<file path="src/rtl/nshape_dsm.sv">
module nshape_dsm #(
  parameter int DIN_W  = 14,
  parameter int CODE_W = 3
) (
  input  logic              clk,
  input  logic              rst_n,
  input  logic              mode_bp,
  input  logic [DIN_W-1:0]  din,
  output logic [CODE_W-1:0] code
);
  localparam int W  = DIN_W + 2;
  localparam int FB = DIN_W - CODE_W;
  localparam int QW = W - FB;
  localparam logic [FB-1:0] HALF = {1'b1, {(FB-1){1'b0}}};
  localparam logic signed [QW-1:0] QMAX = QW'(2**(CODE_W-1) - 1);
  localparam logic signed [QW-1:0] QMIN = QW'(-(2**(CODE_W-1)));

  logic [W-1:0]  dinx;
  logic [W-1:0]  xk, a, b, t, w;
  logic [W-1:0]  mode_p;
  logic [FB-1:0] clr_p;
  logic [W:0]    vld_p;
  logic [W-1:0]  bor1_q, bor2_q;
  logic [W-2:0]  bo1, bo2;
  logic [FB-1:0] p, ppe;
  logic [FB:1]   pp_q;
  logic [QW-1:0] hi;
  logic signed [QW-1:0] his;
  logic [CODE_W-1:0] qsat;

  assign dinx = {{(W-DIN_W){din[DIN_W-1]}}, din};

  // one slice per bit: two 1-bit subtract cells, borrows registered between slices
  for (genvar k = 0; k < W; k++) begin : g_slice
    if (k == 0) begin : g_x0
      logic xq;
      always_ff @(posedge clk or negedge rst_n)
        if (!rst_n) xq <= 1'b0;
        else        xq <= dinx[0];
      assign xk[k] = xq;
    end else begin : g_xn
      logic [k:0] xq;
      always_ff @(posedge clk or negedge rst_n)
        if (!rst_n) xq <= '0;
        else        xq <= {xq[k-1:0], dinx[k]};
      assign xk[k] = xq[k];
    end

    if (k == 0) begin : g_a0
      assign a[k] = 1'b0;
    end else if (k < FB) begin : g_alo
      assign a[k] = ~mode_p[k] & pp_q[k];
    end else if (k == FB) begin : g_amid
      assign a[k] = mode_p[k] | pp_q[k];
    end else begin : g_ahi
      assign a[k] = 1'b1;
    end

    assign t[k] = xk[k] ^ a[k] ^ bor1_q[k];
    assign w[k] = t[k] ^ b[k] ^ bor2_q[k];

    if (k < W - 1) begin : g_bor
      assign bo1[k] = (~xk[k] & (a[k] | bor1_q[k])) | (a[k] & bor1_q[k]);
      assign bo2[k] = (~t[k]  & (b[k] | bor2_q[k])) | (b[k] & bor2_q[k]);
    end

    if (k < FB) begin : g_err
      logic rq, rqq;
      assign p[k]   = clr_p[k] ? HALF[k] : rq;
      assign ppe[k] = clr_p[k] ? HALF[k] : rqq;
      assign b[k]   = ppe[k];
      always_ff @(posedge clk or negedge rst_n)
        if (!rst_n) begin
          rq  <= HALF[k];
          rqq <= HALF[k];
        end else if (vld_p[k]) begin
          rq  <= w[k];
          rqq <= p[k];
        end
    end else begin : g_out
      localparam int D = W - k;
      logic [D-1:0] ch;
      assign b[k] = 1'b0;
      if (D == 1) begin : g_d1
        always_ff @(posedge clk or negedge rst_n)
          if (!rst_n) ch <= '0;
          else        ch <= w[k];
      end else begin : g_dn
        always_ff @(posedge clk or negedge rst_n)
          if (!rst_n) ch <= '0;
          else        ch <= {ch[D-2:0], w[k]};
      end
      assign hi[k-FB] = ch[D-1];
    end
  end

  assign his  = $signed(hi);
  assign qsat = (his > QMAX) ? QMAX[CODE_W-1:0] :
                (his < QMIN) ? QMIN[CODE_W-1:0] : his[CODE_W-1:0];

  always_ff @(posedge clk or negedge rst_n)
    if (!rst_n) begin
      mode_p <= '0;
      clr_p  <= '0;
      vld_p  <= '0;
      bor1_q <= '0;
      bor2_q <= '0;
      pp_q   <= '0;
      code   <= '0;
    end else begin
      mode_p <= {mode_p[W-2:0], mode_bp};
      clr_p  <= {clr_p[FB-2:0], mode_bp ^ mode_p[0]};
      vld_p  <= {vld_p[W-1:0], 1'b1};
      bor1_q <= {bo1, 1'b0};
      bor2_q <= {bo2, 1'b0};
      pp_q   <= p;
      if (vld_p[W]) code <= qsat;
    end
endmodule

</file>
<file path="config.mk">
export PLATFORM = sky130hd
export DESIGN_NAME = nshape_dsm
export DESIGN_NICKNAME = d
export VERILOG_FILES = /design/src/rtl/nshape_dsm.sv
export SDC_FILE = /design/constraint.sdc
export NUM_CORES = 1
export LEC_CHECK = 0
export ABC_AREA = 0
export BUFFER_PORTS_ARGS = -buffer_cell sky130_fd_sc_hd__buf_2
export CAP_MARGIN = 0
export CORE_UTILIZATION = 49
export CTS_CLUSTER_SIZE = 14
export DETAILED_ROUTE_END_ITERATION = 8
export PLACE_DENSITY = 0.65
export REMOVE_ABC_BUFFERS = 1
export SLEW_MARGIN = 20
export SYNTH_ARGS = -nofsm -noshare
export SYNTH_HDL_FRONTEND = slang
export SYNTH_SLANG_ARGS = --single-unit
</file>
<file path="constraint.sdc">
create_clock -name clk -period 1.95 [get_ports clk]
set_input_delay 0.0975 -clock clk [delete_from_list [all_inputs] [get_ports clk]]
set_output_delay 0.0975 -clock clk [all_outputs]
set_load 0.01 [all_outputs]
</file>
==> results of run 1 <==
==> logic make-up (layout without fill, tap and decap cells) <==
group                      count (synthesis)  after routing  share of synthesized area [%]
xor gates and xnor gates                   3              3                          0.381
other                                      1              1                         0.0544
DFF                                      227            227                           82.4
muxes                                     15             15                           2.43
buffers and inverters                     48            130                           2.61
AOI/OAI and AO/OA                         14             14                           1.16
and+or+nand+nor                           44             44                           3.55
adders and majority gates                 29             29                           7.44
==> layout make-up <==
type,instances,area [um^2],area share [%]
Inverter,48,180,2.18
Clock inverter,11,140,1.70
Multi-Input combinational cell,106,1040,12.6
Timing Repair Buffer,40,328,3.97
Clock buffer,31,666,8.07
Sequential cell,227,5680,68.9
Tap cell,176,220,2.67
==> registers in the layout, summed over array words and instances, names as in the netlist, 12 cells and up <==
| register | flops |
|---|---|
| g_slice.g_xn.xq | 106 |
| bor2_q | 15 |
| g_slice.g_out.ch | 15 |
| mode_p | 12 |
| bor1_q | 14 |
| vld_p | 17 |
==> worst min path at each step <==
stage | from | depth (start not counted) | end
floorplan | rst_n | 0 | bor1_q[10]
global placement | rst_n | 1 | pp_q[9]
detailed placement | rst_n | 1 | pp_q[9]
CTS | rst_n | 2 | mode_p[8]
global route | rst_n | 2 | mode_p[8]
finish | rst_n | 2 | mode_p[8]
==> through the flow <==
step | hold slack, ns | instance area (um^2)
floorplan | -0.198 | 6900
global placement | 0.0791 | 7290
detailed placement | 0.0842 | 7290
CTS | 0.146 | 8250
global route | 0.176 | 8250
finish | 0.137 | 8250
==> per-layer routing <==
metal / up-vias / share of wire [%]
met5: - / 0
met1: 1466 / 43
met3: 19 / 3.7
met4: 0 / 3.3
met2: 46 / 50
li1: 1293 / -
==> cells in the final DEF (no fill, tap or decap) <==
cell type / instances
dfstp_2: 2
a21oi_1: 9
clkbuf_16: 23
ha_1: 9
buf_2: 18
nand2b_1: 9
a211oi_1: 2
conb_1: 1
or2_2: 2
clkinv_2: 5
inv_1: 48
dfrtp_1: 225
buf_4: 3
inv_6: 2
or2_4: 1
mux2_2: 10
o21ai_0: 1
clkbuf_1: 2
mux2_4: 1
bufinv_16: 3
fa_1: 20
o21bai_1: 2
nor2b_1: 19
buf_12: 2
xor2_1: 2
nand2_1: 1
clkinvlp_4: 1
clkbuf_8: 6
xnor2_1: 1
buf_8: 1
dlygate4sd3_1: 16
mux2i_1: 4
nor2_1: 12
==> power groups by stage <==
stage          Clock [uW]  Combinational (uW)  Sequential, uW
2_1_floorplan           0                 626            5740
3_5_place_dp            0                 952            5810
5_1_grt              4810                1130            5810
4_1_cts              4640                 986            5740
6_report             4500                 941            5720
3_3_place_gp            0                 885            5790
==> timing repair <==
action                                  CTS  global route
hold endpoints to repair                169             0
endpoints found under the setup margin    0             0
hold buffers                             16             0
==> worst register-to-register path, delay by kind of cell, from the launching register on <==
| family | cells | cell delay (ns) |
|---|---|---|
| AO/OA/AOI/OAI | 1 | 0.05 |
| adder cells (fa/ha/maj) | 2 | 0.98 |
| buffers and inverters | 1 | 0.05 |
| flip-flops | 1 | 0.38 |
| AND/OR/NAND/NOR | 1 | 0.17 |
==> flow_summary.html, run 1 <==
<table>
<tr><th>Metric</th><th>Value</th></tr>
<tr><th colspan="2">Logic synthesis</th></tr>
<tr><td>Count of mapped cells out of synthesis</td><td>381</td></tr>
<tr><td>Mapped cell area</td><td>6900 um^2</td></tr>
<tr><td>Commonest cells in the synthesized netlist</td><td>225 x dfrtp_1, 48 x inv_1, 20 x fa_1, 19 x nor2b_1, 12 x nor2_1</td></tr>
<tr><td>Share of flip-flops with an asynchronous set or reset</td><td>100%</td></tr>
<tr><td>Avg Cell Area, Syn</td><td>18.1 um^2</td></tr>
<tr><td>Largest area contributor in the synthesized netlist</td><td>dfrtp_1</td></tr>
<tr><td>Most frequent cell after synthesis</td><td>dfrtp_1</td></tr>
<tr><td>Largest cells by area after synthesis</td><td>dfrtp_1 82%, fa_1 5.8%, inv_1 2.6%</td></tr>
<tr><td>Unique cell type count in the Yosys netlist</td><td>21</td></tr>
<tr><td>Ys Warns</td><td>0</td></tr>
<tr><td>Synthesis-stage register bit count</td><td>227</td></tr>
<tr><td>Number of synthesized flops with an enable pin</td><td>0</td></tr>
<tr><td>Portion of synthesized cell area occupied by the leading cell type</td><td>81.6%</td></tr>
<tr><td>Fraction of the yosys area taken by sequential cells</td><td>82.4%</td></tr>
<tr><td>Main flop type after synthesis</td><td>dfrtp_1</td></tr>
<tr><th colspan="2">Timing</th></tr>
<tr><td>Max Transition Viols Final</td><td>0</td></tr>
<tr><td>Setup repair after global routing missed its margin</td><td>no</td></tr>
<tr><td>Final worst path period need</td><td>1.76 ns</td></tr>
<tr><td>Total count of hold-check failures in the final report</td><td>0</td></tr>
<tr><td>Final setup violation count</td><td>0</td></tr>
<tr><td>Maximum clock frequency</td><td>0.569 GHz</td></tr>
<tr><td>Final Cycle Share</td><td>90.1%</td></tr>
<tr><td>Post-Route Skew</td><td>0.0104 ns</td></tr>
<tr><td>Final setup TNS</td><td>0 ns</td></tr>
<tr><td>Post-route setup slack</td><td>0.192 ns</td></tr>
<tr><th colspan="2">Critical path</th></tr>
<tr><td>Max Fanout on Critical Path</td><td>2</td></tr>
<tr><td>Crit Path Class</td><td>flip-flop to flip-flop</td></tr>
<tr><td>Library cell appearing most often on the critical path</td><td>fa_1</td></tr>
<tr><td>Required time reported for the critical path endpoint</td><td>2.33 ns</td></tr>
<tr><td>CP Capture Type</td><td>flip-flop</td></tr>
<tr><td>Cell family contributing the most delay on the critical path</td><td>adder cells</td></tr>
<tr><td>Endpoint of the worst register-to-register path</td><td>g_slice[8].g_err.rq</td></tr>
<tr><td>Slowest library cell on the worst path</td><td>fa_1</td></tr>
<tr><td>Data arrival time of the worst path</td><td>2.14 ns</td></tr>
<tr><td>Worst path depth</td><td>5</td></tr>
<tr><td>Worst-path cell chain</td><td>nand2b_1 -&gt; fa_1 -&gt; inv_1 -&gt; fa_1 -&gt; a21oi_1</td></tr>
<tr><td>Critical Path Source</td><td>mode_p[8]</td></tr>
<tr><td>End of the critical path</td><td>g_slice[8].g_err.rq</td></tr>
<tr><td>Crit Reg-Reg Startpoint</td><td>mode_p[8]</td></tr>
<tr><td>Number of buffers and inverters on the critical path</td><td>1</td></tr>
<tr><td>Cell count of the worst reg-to-reg path</td><td>5</td></tr>
<tr><td>Setup crit start kind</td><td>flip-flop</td></tr>
<tr><td>Delay of the slowest cell on the worst path</td><td>0.49 ns</td></tr>
<tr><td>Setup slack on the worst flop-to-flop path</td><td>0.19 ns</td></tr>
<tr><th colspan="2">Global route</th></tr>
<tr><td>Fraction of met1 tracks used by global routing</td><td>15.5%</td></tr>
<tr><td>Number of antenna violations at the first check in global routing</td><td>0</td></tr>
<tr><td>Gr ovfl total</td><td>0</td></tr>
<tr><td>Total GRT Usage</td><td>12.5%</td></tr>
<tr><td>Met2 Usage GRT</td><td>20.9%</td></tr>
<tr><td>Most Used Layer, Global Route</td><td>met2</td></tr>
<tr><td>Maximum number of pins on one net before global-route repair</td><td>67</td></tr>
<tr><td>Wire length of the first global-routing pass</td><td>14200 um</td></tr>
<tr><td>Met3 usage</td><td>3.16%</td></tr>
<tr><td>Via count of the first global-routing pass</td><td>3159</td></tr>
<tr><th colspan="2">Detailed routing</th></tr>
<tr><td>Average wire per standard cell</td><td>12.5 um</td></tr>
<tr><td>Post-route DRC</td><td>0</td></tr>
<tr><td>Antenna-violating nets left</td><td>0</td></tr>
<tr><td>DR vias/cell</td><td>4.42</td></tr>
<tr><td>Total wire length</td><td>7960 um</td></tr>
<tr><td>Total via count in the routed design</td><td>2824</td></tr>
<tr><td>Iteration count of the initial detailed-routing pass</td><td>2</td></tr>
<tr><td>Detailed Route Iter0 Violations</td><td>186</td></tr>
<tr><th colspan="2">Clock network</th></tr>
<tr><td>Worst-Skew Late Latency</td><td>0.49 ns</td></tr>
<tr><td>Clock tree from TritonCTS</td><td>built</td></tr>
<tr><td>Number of levels in the clock H-tree</td><td>1</td></tr>
<tr><td># Post-CTS Setup Buffers</td><td>0</td></tr>
<tr><td>Cts repair resizes</td><td>0</td></tr>
<tr><td># clock sinks</td><td>227</td></tr>
<tr><td>Clock slew at reported path FFs</td><td>0.06 ns</td></tr>
<tr><td>Maximum root-to-sink buffer count</td><td>3</td></tr>
<tr><td>CTS root buf</td><td>clkbuf_16</td></tr>
<tr><td>Cts bufs inserted</td><td>23</td></tr>
<tr><th colspan="2">Power</th></tr>
<tr><td>IR drop worst, VDD</td><td>784 uV</td></tr>
<tr><td>Total power divided by cell area</td><td>1350 nW/um^2</td></tr>
<tr><td>Fraction of power spent switching nets</td><td>22.2%</td></tr>
<tr><td>Net Sw Power</td><td>2480 uW</td></tr>
<tr><td>Logic gate share of total power</td><td>8.4%</td></tr>
<tr><td>Post-layout total power</td><td>11200 uW</td></tr>
<tr><td>Sequential share of power</td><td>51.3%</td></tr>
<tr><td>Proportion of power drawn by the clock network</td><td>40.3%</td></tr>
<tr><td>Cell internal pwr</td><td>8690 uW</td></tr>
<tr><td>Leakage power of the design</td><td>0.00395 uW</td></tr>
<tr><th colspan="2">Die</th></tr>
<tr><td>Die outline height</td><td>121 um</td></tr>
<tr><td>Core Box Area</td><td>13500 um^2</td></tr>
<tr><td>Cell Rows</td><td>42</td></tr>
<tr><td>Die Wd</td><td>121 um</td></tr>
<tr><td>Effective utilization at floorplan</td><td>51.1%</td></tr>
<tr><td>Die Footprint</td><td>14600 um^2</td></tr>
<tr><td>Boundary pin count</td><td>20</td></tr>
<tr><th colspan="2">Final layout</th></tr>
<tr><td>Final net count</td><td>492</td></tr>
<tr><td>Non-Filler Instances</td><td>639</td></tr>
<tr><td>Area overhead of the layout relative to synthesis</td><td>19.6%</td></tr>
<tr><td>Antenna Cells</td><td>0</td></tr>
<tr><td>Layout cell share with drive strength beyond 1</td><td>17.3%</td></tr>
<tr><td>Share of the core filled with cells in the final layout</td><td>61.1%</td></tr>
<tr><td>Layout filler cell count</td><td>977</td></tr>
<tr><th colspan="2">Place</th></tr>
<tr><td>Number of buffer cells added on primary ports</td><td>19</td></tr>
<tr><td>Pre-CTS setup slack</td><td>0.192 ns</td></tr>
<tr><td>Number of cells after detailed placement</td><td>581</td></tr>
<tr><td>Final GP Congestion</td><td>0.698</td></tr>
<tr><td>Half-perimeter wire length after detailed placement</td><td>4670 um</td></tr>
<tr><th colspan="2">Min path</th></tr>
<tr><td>Tightest Hold Check Type</td><td>input port to asynchronous set/reset pin</td></tr>
<tr><th colspan="2">Run status</th></tr>
<tr><td>Status</td><td>completed</td></tr>
<tr><th colspan="2">Run</th></tr>
<tr><td>Max-cap check violation count</td><td>0</td></tr>
</table>
(Power assumes the default switching activity.)
==> run 2, diff against run 1 <==
--- a/config.mk
+++ b/config.mk
@@ -5,9 +5,9 @@
 export SDC_FILE = /design/constraint.sdc
 export NUM_CORES = 1
 export LEC_CHECK = 0
-export ABC_AREA = 0
 export BUFFER_PORTS_ARGS = -buffer_cell sky130_fd_sc_hd__buf_2
 export CAP_MARGIN = 0
+export CORE_ASPECT_RATIO = 1.2
 export CORE_UTILIZATION = 49
 export CTS_CLUSTER_SIZE = 14
 export DETAILED_ROUTE_END_ITERATION = 8
==> run 2 against run 1 <==
  * Via count is 0.42% higher
  * Worst hold slack got worse by 0.014 ns
  * Critical path depth stayed put
  * Routed wire length decreased by 1.2%
  * Clock power fell by 8.4%
  * Highest routed layer unchanged
  * Cell count shrank 1.3%
  * Power is 3.3% lower
  * Register-to-register slack worse by 0.02 ns
  * Die area about the same
  * Maximum frequency down 0.99%
  * Clock-buffer cell count increased by 3
==> flow_summary.html, run 2 (synthesized netlist as in run 1, its figures left out) <==
<table>
<tr><th>Metric</th><th>Value</th></tr>
<tr><th colspan="2">Run status</th></tr>
<tr><td>Status</td><td>completed (unchanged)</td></tr>
<tr><th colspan="2">Die</th></tr>
<tr><td>Core Box Area</td><td>13800 um^2 (was 13500 um^2)</td></tr>
<tr><td>Die Footprint</td><td>14600 um^2 (about the same)</td></tr>
<tr><td>Boundary pin count</td><td>20 (unchanged)</td></tr>
<tr><td>Die Wd</td><td>110 um (was 121 um)</td></tr>
<tr><td>Cell Rows</td><td>47 (was 42)</td></tr>
<tr><td>Effective utilization at floorplan</td><td>50.1% (was 51.1%)</td></tr>
<tr><td>Die outline height</td><td>132 um (was 121 um)</td></tr>
<tr><th colspan="2">Final layout</th></tr>
<tr><td>Antenna Cells</td><td>0 (unchanged)</td></tr>
<tr><td>Area overhead of the layout relative to synthesis</td><td>18.4% (was 19.6%)</td></tr>
<tr><td>Largest reg by FF count</td><td>g_slice.g_xn.xq (unchanged)</td></tr>
<tr><td>Most common cell after layout, fill and taps aside</td><td>dfrtp_1 (unchanged)</td></tr>
<tr><td>Highest-count cells in the layout ignoring fill and taps</td><td>225 x dfrtp_1, 48 x inv_1, 23 x clkbuf_16 (unchanged)</td></tr>
<tr><td>Largest registers</td><td>g_slice.g_xn.xq: 106 flops, vld_p: 17 flops (unchanged)</td></tr>
<tr><td>Layout cell share with drive strength beyond 1</td><td>16.1% (was 17.3%)</td></tr>
<tr><td>Max FFs per register</td><td>106 (unchanged)</td></tr>
<tr><td>Final net count</td><td>490 (was 492)</td></tr>
<tr><th colspan="2">Global route</th></tr>
<tr><td>Gr ovfl total</td><td>0 (unchanged)</td></tr>
<tr><td>Maximum number of pins on one net before global-route repair</td><td>65 (was 67)</td></tr>
<tr><td>Number of antenna violations at the first check in global routing</td><td>0 (unchanged)</td></tr>
<tr><td>Wire length of the first global-routing pass</td><td>14000 um (was 14200 um)</td></tr>
<tr><td>Total GRT Usage</td><td>12.3% (was 12.5%)</td></tr>
<tr><td>Via count of the first global-routing pass</td><td>3080 (was 3159)</td></tr>
<tr><th colspan="2">Detailed routing</th></tr>
<tr><td>Iteration count of the initial detailed-routing pass</td><td>4 (was 2)</td></tr>
<tr><td>DR vias/cell</td><td>4.49 (was 4.42)</td></tr>
<tr><td>Antenna-violating nets left</td><td>0 (unchanged)</td></tr>
<tr><td>Average wire per standard cell</td><td>12.5 um (about the same)</td></tr>
<tr><td>Total wire length</td><td>7860 um (was 7960 um)</td></tr>
<tr><td>Total via count in the routed design</td><td>2836 (was 2824)</td></tr>
<tr><td>Detailed Route Iter0 Violations</td><td>181 (was 186)</td></tr>
<tr><td>Post-route DRC</td><td>0 (unchanged)</td></tr>
<tr><th colspan="2">Power</th></tr>
<tr><td>Fraction of power spent switching nets</td><td>22.1% (was 22.2%)</td></tr>
<tr><td>Proportion of power drawn by the clock network</td><td>38.2% (was 40.3%)</td></tr>
<tr><td>Logic gate share of total power</td><td>8.8% (was 8.4%)</td></tr>
<tr><td>Leakage power of the design</td><td>0.00391 uW (was 0.00395 uW)</td></tr>
<tr><td>IR drop worst, VDD</td><td>834 uV (was 784 uV)</td></tr>
<tr><td>Total power divided by cell area</td><td>1320 nW/um^2 (was 1350 nW/um^2)</td></tr>
<tr><td>Post-layout total power</td><td>10800 uW (was 11200 uW)</td></tr>
<tr><td>Sequential share of power</td><td>53.1% (was 51.3%)</td></tr>
<tr><td>Net Sw Power</td><td>2380 uW (was 2480 uW)</td></tr>
<tr><td>Cell internal pwr</td><td>8410 uW (was 8690 uW)</td></tr>
<tr><th colspan="2">Critical path</th></tr>
<tr><td>Data arrival time of the worst path</td><td>2.15 ns (was 2.14 ns)</td></tr>
<tr><td>Delay of the slowest cell on the worst path</td><td>0.50 ns (was 0.49 ns)</td></tr>
<tr><td>Library cell appearing most often on the critical path</td><td>fa_1 (unchanged)</td></tr>
<tr><td>CP Capture Type</td><td>flip-flop (unchanged)</td></tr>
<tr><td>Setup crit start kind</td><td>flip-flop (unchanged)</td></tr>
<tr><td>Required time reported for the critical path endpoint</td><td>2.33 ns (about the same)</td></tr>
<tr><td>Worst-path cell chain</td><td>nand2b_1 -&gt; fa_1 -&gt; inv_1 -&gt; fa_1 -&gt; a21oi_1 (unchanged)</td></tr>
<tr><td>Crit Reg-Reg Startpoint</td><td>mode_p[4] (was mode_p[8])</td></tr>
<tr><td>Crit Path Class</td><td>flip-flop to flip-flop (unchanged)</td></tr>
<tr><td>Critical Path Source</td><td>mode_p[4] (was mode_p[8])</td></tr>
<tr><td>Max Fanout on Critical Path</td><td>2 (unchanged)</td></tr>
<tr><td>Slowest library cell on the worst path</td><td>fa_1 (unchanged)</td></tr>
<tr><th colspan="2">Clock network</th></tr>
<tr><td>Cts repair resizes</td><td>0 (unchanged)</td></tr>
<tr><td>Number of levels in the clock H-tree</td><td>1 (unchanged)</td></tr>
<tr><td>Worst-Skew Late Latency</td><td>0.49 ns (about the same)</td></tr>
<tr><td>CTS root buf</td><td>clkbuf_16 (unchanged)</td></tr>
<tr><td>Clock tree from TritonCTS</td><td>built (unchanged)</td></tr>
<tr><td>Cts bufs inserted</td><td>22 (was 23)</td></tr>
<tr><td>Maximum root-to-sink buffer count</td><td>3 (unchanged)</td></tr>
<tr><td># clock sinks</td><td>227 (unchanged)</td></tr>
<tr><td>Clock slew at reported path FFs</td><td>0.06 ns (about the same)</td></tr>
<tr><th colspan="2">Place</th></tr>
<tr><td>Half-perimeter wire length after detailed placement</td><td>4600 um (was 4670 um)</td></tr>
<tr><td>Final GP Congestion</td><td>0.664 (was 0.698)</td></tr>
<tr><td>Number of buffer cells added on primary ports</td><td>19 (unchanged)</td></tr>
<tr><th colspan="2">Timing</th></tr>
<tr><td>Max Transition Viols Final</td><td>0 (unchanged)</td></tr>
<tr><td>Setup repair after global routing missed its margin</td><td>no (unchanged)</td></tr>
<tr><td>Maximum clock frequency</td><td>0.563 GHz (was 0.569 GHz)</td></tr>
<tr><td>Final setup TNS</td><td>0 ns (unchanged)</td></tr>
<tr><td>Post-Route Skew</td><td>0.00765 ns (was 0.0104 ns)</td></tr>
<tr><td>Worst hold-check slack</td><td>0.123 ns (was 0.137 ns)</td></tr>
<tr><td>Final worst path period need</td><td>1.78 ns (was 1.76 ns)</td></tr>
<tr><td>Total count of hold-check failures in the final report</td><td>0 (unchanged)</td></tr>
<tr><td>Final setup violation count</td><td>0 (unchanged)</td></tr>
<tr><td>Final Cycle Share</td><td>91.0% (was 90.1%)</td></tr>
<tr><th colspan="2">Min path</th></tr>
<tr><td>Tightest Hold Check Type</td><td>input port to asynchronous set/reset pin (unchanged)</td></tr>
<tr><th colspan="2">Run</th></tr>
<tr><td>Max-cap check violation count</td><td>0 (unchanged)</td></tr>
</table>
## run 2: repair_timing
action                                  4_1_cts  5_1_grt
hold buffers                                 16        0
endpoints found under the setup margin        0        0
endpoints found under the hold margin       187        0
setup buffers                                 0        0
## run 2: final cells by class
cell class                      count  area, um^2
Tap cell                          171         214
Fill cell                        1030        5590
Clock buffer                       34         677
Clock inverter                      6        58.8
Inverter                           48         180
Timing Repair Buffer               39         320
Multi-Input combinational cell    106        1040
Sequential cell                   227        5680
## run 2: layer usage
layer	global-route usage (%)	share of wire, %	vias up
met5	0	0	-
met4	4.31	2.0	0
met3	3.36	4.6	16
met2	19.4	52	50
met1	16.6	42	1480
li1	-	-	1290
## run 2: metrics by stage
stage | setup WS (ns) | util [%] | cells | area [um^2]
after global routing | 0.103 | 59.4 | 631 | 8170
final | 0.175 | 59.4 | 631 | 8170
after CTS | 0.164 | 59.4 | 631 | 8170
after floorplan | 0.274 | - | 381 | 6900
after global placement | 0.211 | 52.9 | 575 | 7270
after detailed placement | 0.195 | 52.9 | 575 | 7270
## run 2: worst max-delay path: cells and delay by family, from the launching register on
| kind | cells | cell delay (ns) |
|---|---|---|
| flip-flops | 1 | 0.37 |
| buffers and inverters | 1 | 0.06 |
| adder cells (fa/ha/maj) | 2 | 1.00 |
| AND/OR/NAND/NOR | 1 | 0.17 |
| AO/OA/AOI/OAI | 1 | 0.06 |
## run 2: worst paths after layout
kind / to / slack [ns] / cells past startpoint
min: vld_p[7] / 0.12 / 2
min reg2reg: g_slice[9].g_xn.xq[6] / 0.34 / 0
max in group asynchronous: g_slice[10].g_xn.xq[0] / 1.09 / 3
max reg2reg: g_slice[4].g_err.rq / 0.17 / 5
max: g_slice[4].g_err.rq / 0.17 / 5
min in group clk: g_slice[0].g_x0.xq / 0.25 / 2
## run 2: power by group through the flow
stage | registers (uW) | clock network [uW] | logic, uW
6_report | 5730 | 4120 | 945
3_3_place_gp | 5790 | 0 | 886
2_1_floorplan | 5740 | 0 | 626
5_1_grt | 5820 | 4440 | 1130
4_1_cts | 5750 | 4270 | 990
3_5_place_dp | 5820 | 0 | 939
==> run 3, diff against run 2 <==
--- a/config.mk
+++ b/config.mk
@@ -5,6 +5,7 @@
 export SDC_FILE = /design/constraint.sdc
 export NUM_CORES = 1
 export LEC_CHECK = 0
+export ABC_AREA = 1
 export BUFFER_PORTS_ARGS = -buffer_cell sky130_fd_sc_hd__buf_2
 export CAP_MARGIN = 0
 export CORE_ASPECT_RATIO = 1.2
@@ -13,6 +14,7 @@
 export DETAILED_ROUTE_END_ITERATION = 8
 export PLACE_DENSITY = 0.65
 export REMOVE_ABC_BUFFERS = 1
+export SKIP_LAST_GASP = 1
 export SLEW_MARGIN = 20
 export SYNTH_ARGS = -nofsm -noshare
 export SYNTH_HDL_FRONTEND = slang
==> run 3 against run 2 <==
  * Power fell by 3.0%
  * Clock-buffer cell count fell by 5
  * Combinational power decreased by 7.3%
  * Synthesized cell count is 13% higher
  * Largest cell class unchanged
  * Highest routed layer unchanged
==> flow_summary.html, run 3 <==
<table>
<tr><th>Metric</th><th>Value</th></tr>
<tr><th colspan="2">Final layout</th></tr>
<tr><td>Largest reg by FF count</td><td>g_slice.g_xn.xq (unchanged)</td></tr>
<tr><td>Final non-filler cell area</td><td>8150 um^2 (was 8170 um^2)</td></tr>
<tr><td>Area overhead of the layout relative to synthesis</td><td>17.8% (was 18.4%)</td></tr>
<tr><td>Most common cell after layout, fill and taps aside</td><td>dfrtp_1 (unchanged)</td></tr>
<tr><td>Largest registers</td><td>g_slice.g_xn.xq: 106 flops, vld_p: 17 flops (unchanged)</td></tr>
<tr><td>Highest-count cells in the layout ignoring fill and taps</td><td>225 x dfrtp_1, 78 x inv_1, 34 x nor2_1 (was 225 x dfrtp_1, 48 x inv_1, 23 x clkbuf_16)</td></tr>
<tr><td>Layout cell share with drive strength beyond 1</td><td>12.7% (was 16.1%)</td></tr>
<tr><td>Non-Filler Instances</td><td>682 (was 631)</td></tr>
<tr><td>Max FFs per register</td><td>106 (unchanged)</td></tr>
<tr><td>Final net count</td><td>543 (was 490)</td></tr>
<tr><td>Antenna Cells</td><td>0 (unchanged)</td></tr>
<tr><th colspan="2">Logic synthesis</th></tr>
<tr><td>Commonest cells in the synthesized netlist</td><td>225 x dfrtp_1, 78 x inv_1, 34 x nor2_1, 32 x nand2_1, 20 x fa_1 (was 225 x dfrtp_1, 48 x inv_1, 20 x fa_1, 19 x nor2b_1, 12 x nor2_1)</td></tr>
<tr><td>Synthesis-stage register bit count</td><td>227 (unchanged)</td></tr>
<tr><td>Unique cell type count in the Yosys netlist</td><td>15 (was 21)</td></tr>
<tr><td>Mapped cell area</td><td>6920 um^2 (was 6900 um^2)</td></tr>
<tr><td>Count of mapped cells out of synthesis</td><td>432 (was 381)</td></tr>
<tr><td>Number of synthesized flops with an enable pin</td><td>0 (unchanged)</td></tr>
<tr><td>Most frequent cell after synthesis</td><td>dfrtp_1 (unchanged)</td></tr>
<tr><td>Largest cells by area after synthesis</td><td>dfrtp_1 81%, fa_1 5.8%, inv_1 4.2% (was dfrtp_1 82%, fa_1 5.8%, inv_1 2.6%)</td></tr>
<tr><td>Portion of synthesized cell area occupied by the leading cell type</td><td>81.4% (was 81.6%)</td></tr>
<tr><td>Ys Warns</td><td>0 (unchanged)</td></tr>
<tr><td>Main flop type after synthesis</td><td>dfrtp_1 (unchanged)</td></tr>
<tr><td>Share of flip-flops with an asynchronous set or reset</td><td>100% (unchanged)</td></tr>
<tr><td>Avg Cell Area, Syn</td><td>16.0 um^2 (was 18.1 um^2)</td></tr>
<tr><td>Largest area contributor in the synthesized netlist</td><td>dfrtp_1 (unchanged)</td></tr>
<tr><td>Fraction of the yosys area taken by sequential cells</td><td>82.1% (was 82.4%)</td></tr>
<tr><th colspan="2">Clock network</th></tr>
<tr><td>Number of levels in the clock H-tree</td><td>1 (unchanged)</td></tr>
<tr><td># clock sinks</td><td>227 (unchanged)</td></tr>
<tr><td>CTS root buf</td><td>clkbuf_16 (unchanged)</td></tr>
<tr><td>Cts bufs inserted</td><td>22 (unchanged)</td></tr>
<tr><td>Clock slew at reported path FFs</td><td>0.06 ns (about the same)</td></tr>
<tr><td>Worst-Skew Late Latency</td><td>0.48 ns (was 0.49 ns)</td></tr>
<tr><td>Clock tree from TritonCTS</td><td>built (unchanged)</td></tr>
<tr><td>Cts repair resizes</td><td>0 (unchanged)</td></tr>
<tr><td>Maximum root-to-sink buffer count</td><td>3 (unchanged)</td></tr>
<tr><th colspan="2">Critical path</th></tr>
<tr><td>Crit Path Class</td><td>flip-flop to flip-flop (unchanged)</td></tr>
<tr><td>Setup slack on the worst flop-to-flop path</td><td>0.19 ns (was 0.17 ns)</td></tr>
<tr><td>Worst-path cell chain</td><td>inv_1 -&gt; nand2_1 -&gt; fa_1 -&gt; inv_1 -&gt; fa_1 -&gt; a21oi_1 (was nand2b_1 -&gt; fa_1 -&gt; inv_1 -&gt; fa_1 -&gt; a21oi_1)</td></tr>
<tr><td>CP Capture Type</td><td>flip-flop (unchanged)</td></tr>
<tr><td>Slowest library cell on the worst path</td><td>fa_1 (unchanged)</td></tr>
<tr><td>Max Fanout on Critical Path</td><td>2 (unchanged)</td></tr>
<tr><td>Required time reported for the critical path endpoint</td><td>2.31 ns (was 2.33 ns)</td></tr>
<tr><td>Cell count of the worst reg-to-reg path</td><td>6 (was 5)</td></tr>
<tr><td>Setup crit start kind</td><td>flip-flop (unchanged)</td></tr>
<tr><td>Delay of the slowest cell on the worst path</td><td>0.51 ns (was 0.50 ns)</td></tr>
<tr><td>Data arrival time of the worst path</td><td>2.12 ns (was 2.15 ns)</td></tr>
<tr><th colspan="2">Place</th></tr>
<tr><td>Final GP Congestion</td><td>0.718 (was 0.664)</td></tr>
<tr><td>Pre-CTS setup slack</td><td>0.235 ns (was 0.195 ns)</td></tr>
<tr><td>Cell area after placement</td><td>7310 um^2 (was 7270 um^2)</td></tr>
<tr><td>Number of buffer cells added on primary ports</td><td>19 (unchanged)</td></tr>
<tr><td>Number of cells after detailed placement</td><td>628 (was 575)</td></tr>
<tr><td>Half-perimeter wire length after detailed placement</td><td>4820 um (was 4600 um)</td></tr>
<tr><th colspan="2">Detailed routing</th></tr>
<tr><td>Post-route DRC</td><td>0 (unchanged)</td></tr>
<tr><td>Antenna-violating nets left</td><td>0 (unchanged)</td></tr>
<tr><td>Average wire per standard cell</td><td>12.1 um (was 12.5 um)</td></tr>
<tr><td>DR vias/cell</td><td>4.48 (was 4.49)</td></tr>
<tr><td>Total wire length</td><td>8270 um (was 7860 um)</td></tr>
<tr><td>Total via count in the routed design</td><td>3057 (was 2836)</td></tr>
<tr><td>Detailed Route Iter0 Violations</td><td>135 (was 181)</td></tr>
<tr><td>Iteration count of the initial detailed-routing pass</td><td>4 (unchanged)</td></tr>
<tr><th colspan="2">Timing</th></tr>
<tr><td>Final Cycle Share</td><td>90.0% (was 91.0%)</td></tr>
<tr><td>Final worst path period need</td><td>1.76 ns (was 1.78 ns)</td></tr>
<tr><td>Maximum clock frequency</td><td>0.570 GHz (was 0.563 GHz)</td></tr>
<tr><td>Final setup TNS</td><td>0 ns (unchanged)</td></tr>
<tr><td>Max Transition Viols Final</td><td>0 (unchanged)</td></tr>
<tr><td>Transition time at the pin with the least slew margin</td><td>0.569 ns</td></tr>
<tr><td>Post-route setup slack</td><td>0.194 ns (was 0.175 ns)</td></tr>
<tr><td>Final setup violation count</td><td>0 (unchanged)</td></tr>
<tr><td>Max-slew headroom</td><td>62.0%</td></tr>
<tr><td>Setup repair after global routing missed its margin</td><td>no (unchanged)</td></tr>
<tr><td>Post-Route Skew</td><td>0.00799 ns (was 0.00765 ns)</td></tr>
<tr><td>Total count of hold-check failures in the final report</td><td>0 (unchanged)</td></tr>
<tr><th colspan="2">Global route</th></tr>
<tr><td>Via count of the first global-routing pass</td><td>3398 (was 3080)</td></tr>
<tr><td>Wire length of the first global-routing pass</td><td>15100 um (was 14000 um)</td></tr>
<tr><td>Total GRT Usage</td><td>12.7% (was 12.3%)</td></tr>
<tr><td>Number of antenna violations at the first check in global routing</td><td>0 (unchanged)</td></tr>
<tr><td>Maximum number of pins on one net before global-route repair</td><td>78 (was 65)</td></tr>
<tr><td>Gr ovfl total</td><td>0 (unchanged)</td></tr>
<tr><th colspan="2">Power</th></tr>
<tr><td>Total power divided by cell area</td><td>1280 nW/um^2 (was 1320 nW/um^2)</td></tr>
<tr><td>Leakage power of the design</td><td>0.00402 uW (was 0.00391 uW)</td></tr>
<tr><td>IR drop worst, VDD</td><td>953 uV (was 834 uV)</td></tr>
<tr><th colspan="2">Run status</th></tr>
<tr><td>Status</td><td>completed (unchanged)</td></tr>
<tr><th colspan="2">Die</th></tr>
<tr><td>Core Box Area</td><td>13800 um^2 (unchanged)</td></tr>
<tr><td>Effective utilization at floorplan</td><td>50.3% (was 50.1%)</td></tr>
<tr><td>Cell Rows</td><td>47 (unchanged)</td></tr>
<tr><td>Die outline height</td><td>132 um (about the same)</td></tr>
<tr><td>Die Wd</td><td>110 um (about the same)</td></tr>
<tr><td>Die Footprint</td><td>14600 um^2 (about the same)</td></tr>
<tr><td>Boundary pin count</td><td>20 (unchanged)</td></tr>
<tr><th colspan="2">Run</th></tr>
<tr><td>Max-cap check violation count</td><td>0 (unchanged)</td></tr>
<tr><th colspan="2">Min path</th></tr>
<tr><td>Tightest Hold Check Type</td><td>input port to asynchronous set/reset pin (unchanged)</td></tr>
</table>
==> run 3: repair_timing <==
| item | in CTS | in global routing |
|---|---|---|
| endpoints found under the hold margin | 89 | 0 |
| buffers inserted | 0 | 0 |
| hold buffers | 16 | 0 |
==> run 3: cell families after synthesis <==
logic type	after synthesis	synth area share, %
flip-flops	227	82.1
buffers and inverters	78	4.23
AND/OR/NAND/NOR	69	3.85
adder cells (fa/ha/maj)	29	7.42
AO/OA/AOI/OAI	25	1.92
XOR/XNOR	3	0.380
other	1	0.0542
==> run 3: worst paths after layout <==
check | startpoint | to
min in group clk | din[4] | g_slice[4].g_xn.xq[0]
worst max-delay path | mode_p[4] | g_slice[4].g_err.rq
worst min-delay path | rst_n | vld_p[7]
worst min register to register | g_slice[12].g_xn.xq[4] | g_slice[12].g_xn.xq[5]
max in group asynchronous | rst_n | g_slice[13].g_xn.xq[9]
worst max register to register | mode_p[4] | g_slice[4].g_err.rq
==> run 3: critical path, delay by kind of cell (launching register included) <==
family,cells,cell delay [ns]
compound gates,1,0.07
fa+ha+maj,2,1.00
buf+inv,2,0.13
flops,1,0.38
simple gates,1,0.06
==> run 3: per-stage QoR <==
step           total power (uW)  hold WS (ns)  utilization (%)
2_1_floorplan              6230        -0.198                -
3_3_place_gp               6520         0.108             53.1
3_5_place_dp               6600         0.108             53.1
4_1_cts                   10700         0.196             59.2
5_1_grt                   11100         0.210             59.2
6_report                  10500         0.182             59.2
==> run 3: report_power, final <==
| part | switching [uW] | leakage, uW | internal, uW |
|---|---|---|---|
| logic | 513 | 0.000981 | 363 |
| registers | 271 | 0.00270 | 5380 |
| clock network | 1610 | 0.000343 | 2330 |
| total | 2400 | 0.00402 | 8070 |
==> run 3: layout make-up <==
type | instances | area (um^2)
clock inverters | 9 | 73.8
repair buffers | 41 | 335
fillers | 1048 | 5610
multi-input cells | 127 | 942
inverters | 78 | 293
well taps | 171 | 214
clock buffers | 29 | 608
flip-flops and latches | 227 | 5680
==> run 3: layer usage <==
| metal | GRT usage [%] | share of wire (%) | up-vias |
|---|---|---|---|
| li1 | - | - | 1405 |
| met1 | 15.6 | 41 | 1581 |
| met2 | 22.0 | 53 | 50 |
| met3 | 2.62 | 3.7 | 21 |
| met4 | 5.26 | 2.5 | 0 |
| met5 | 0 | 0 | - |
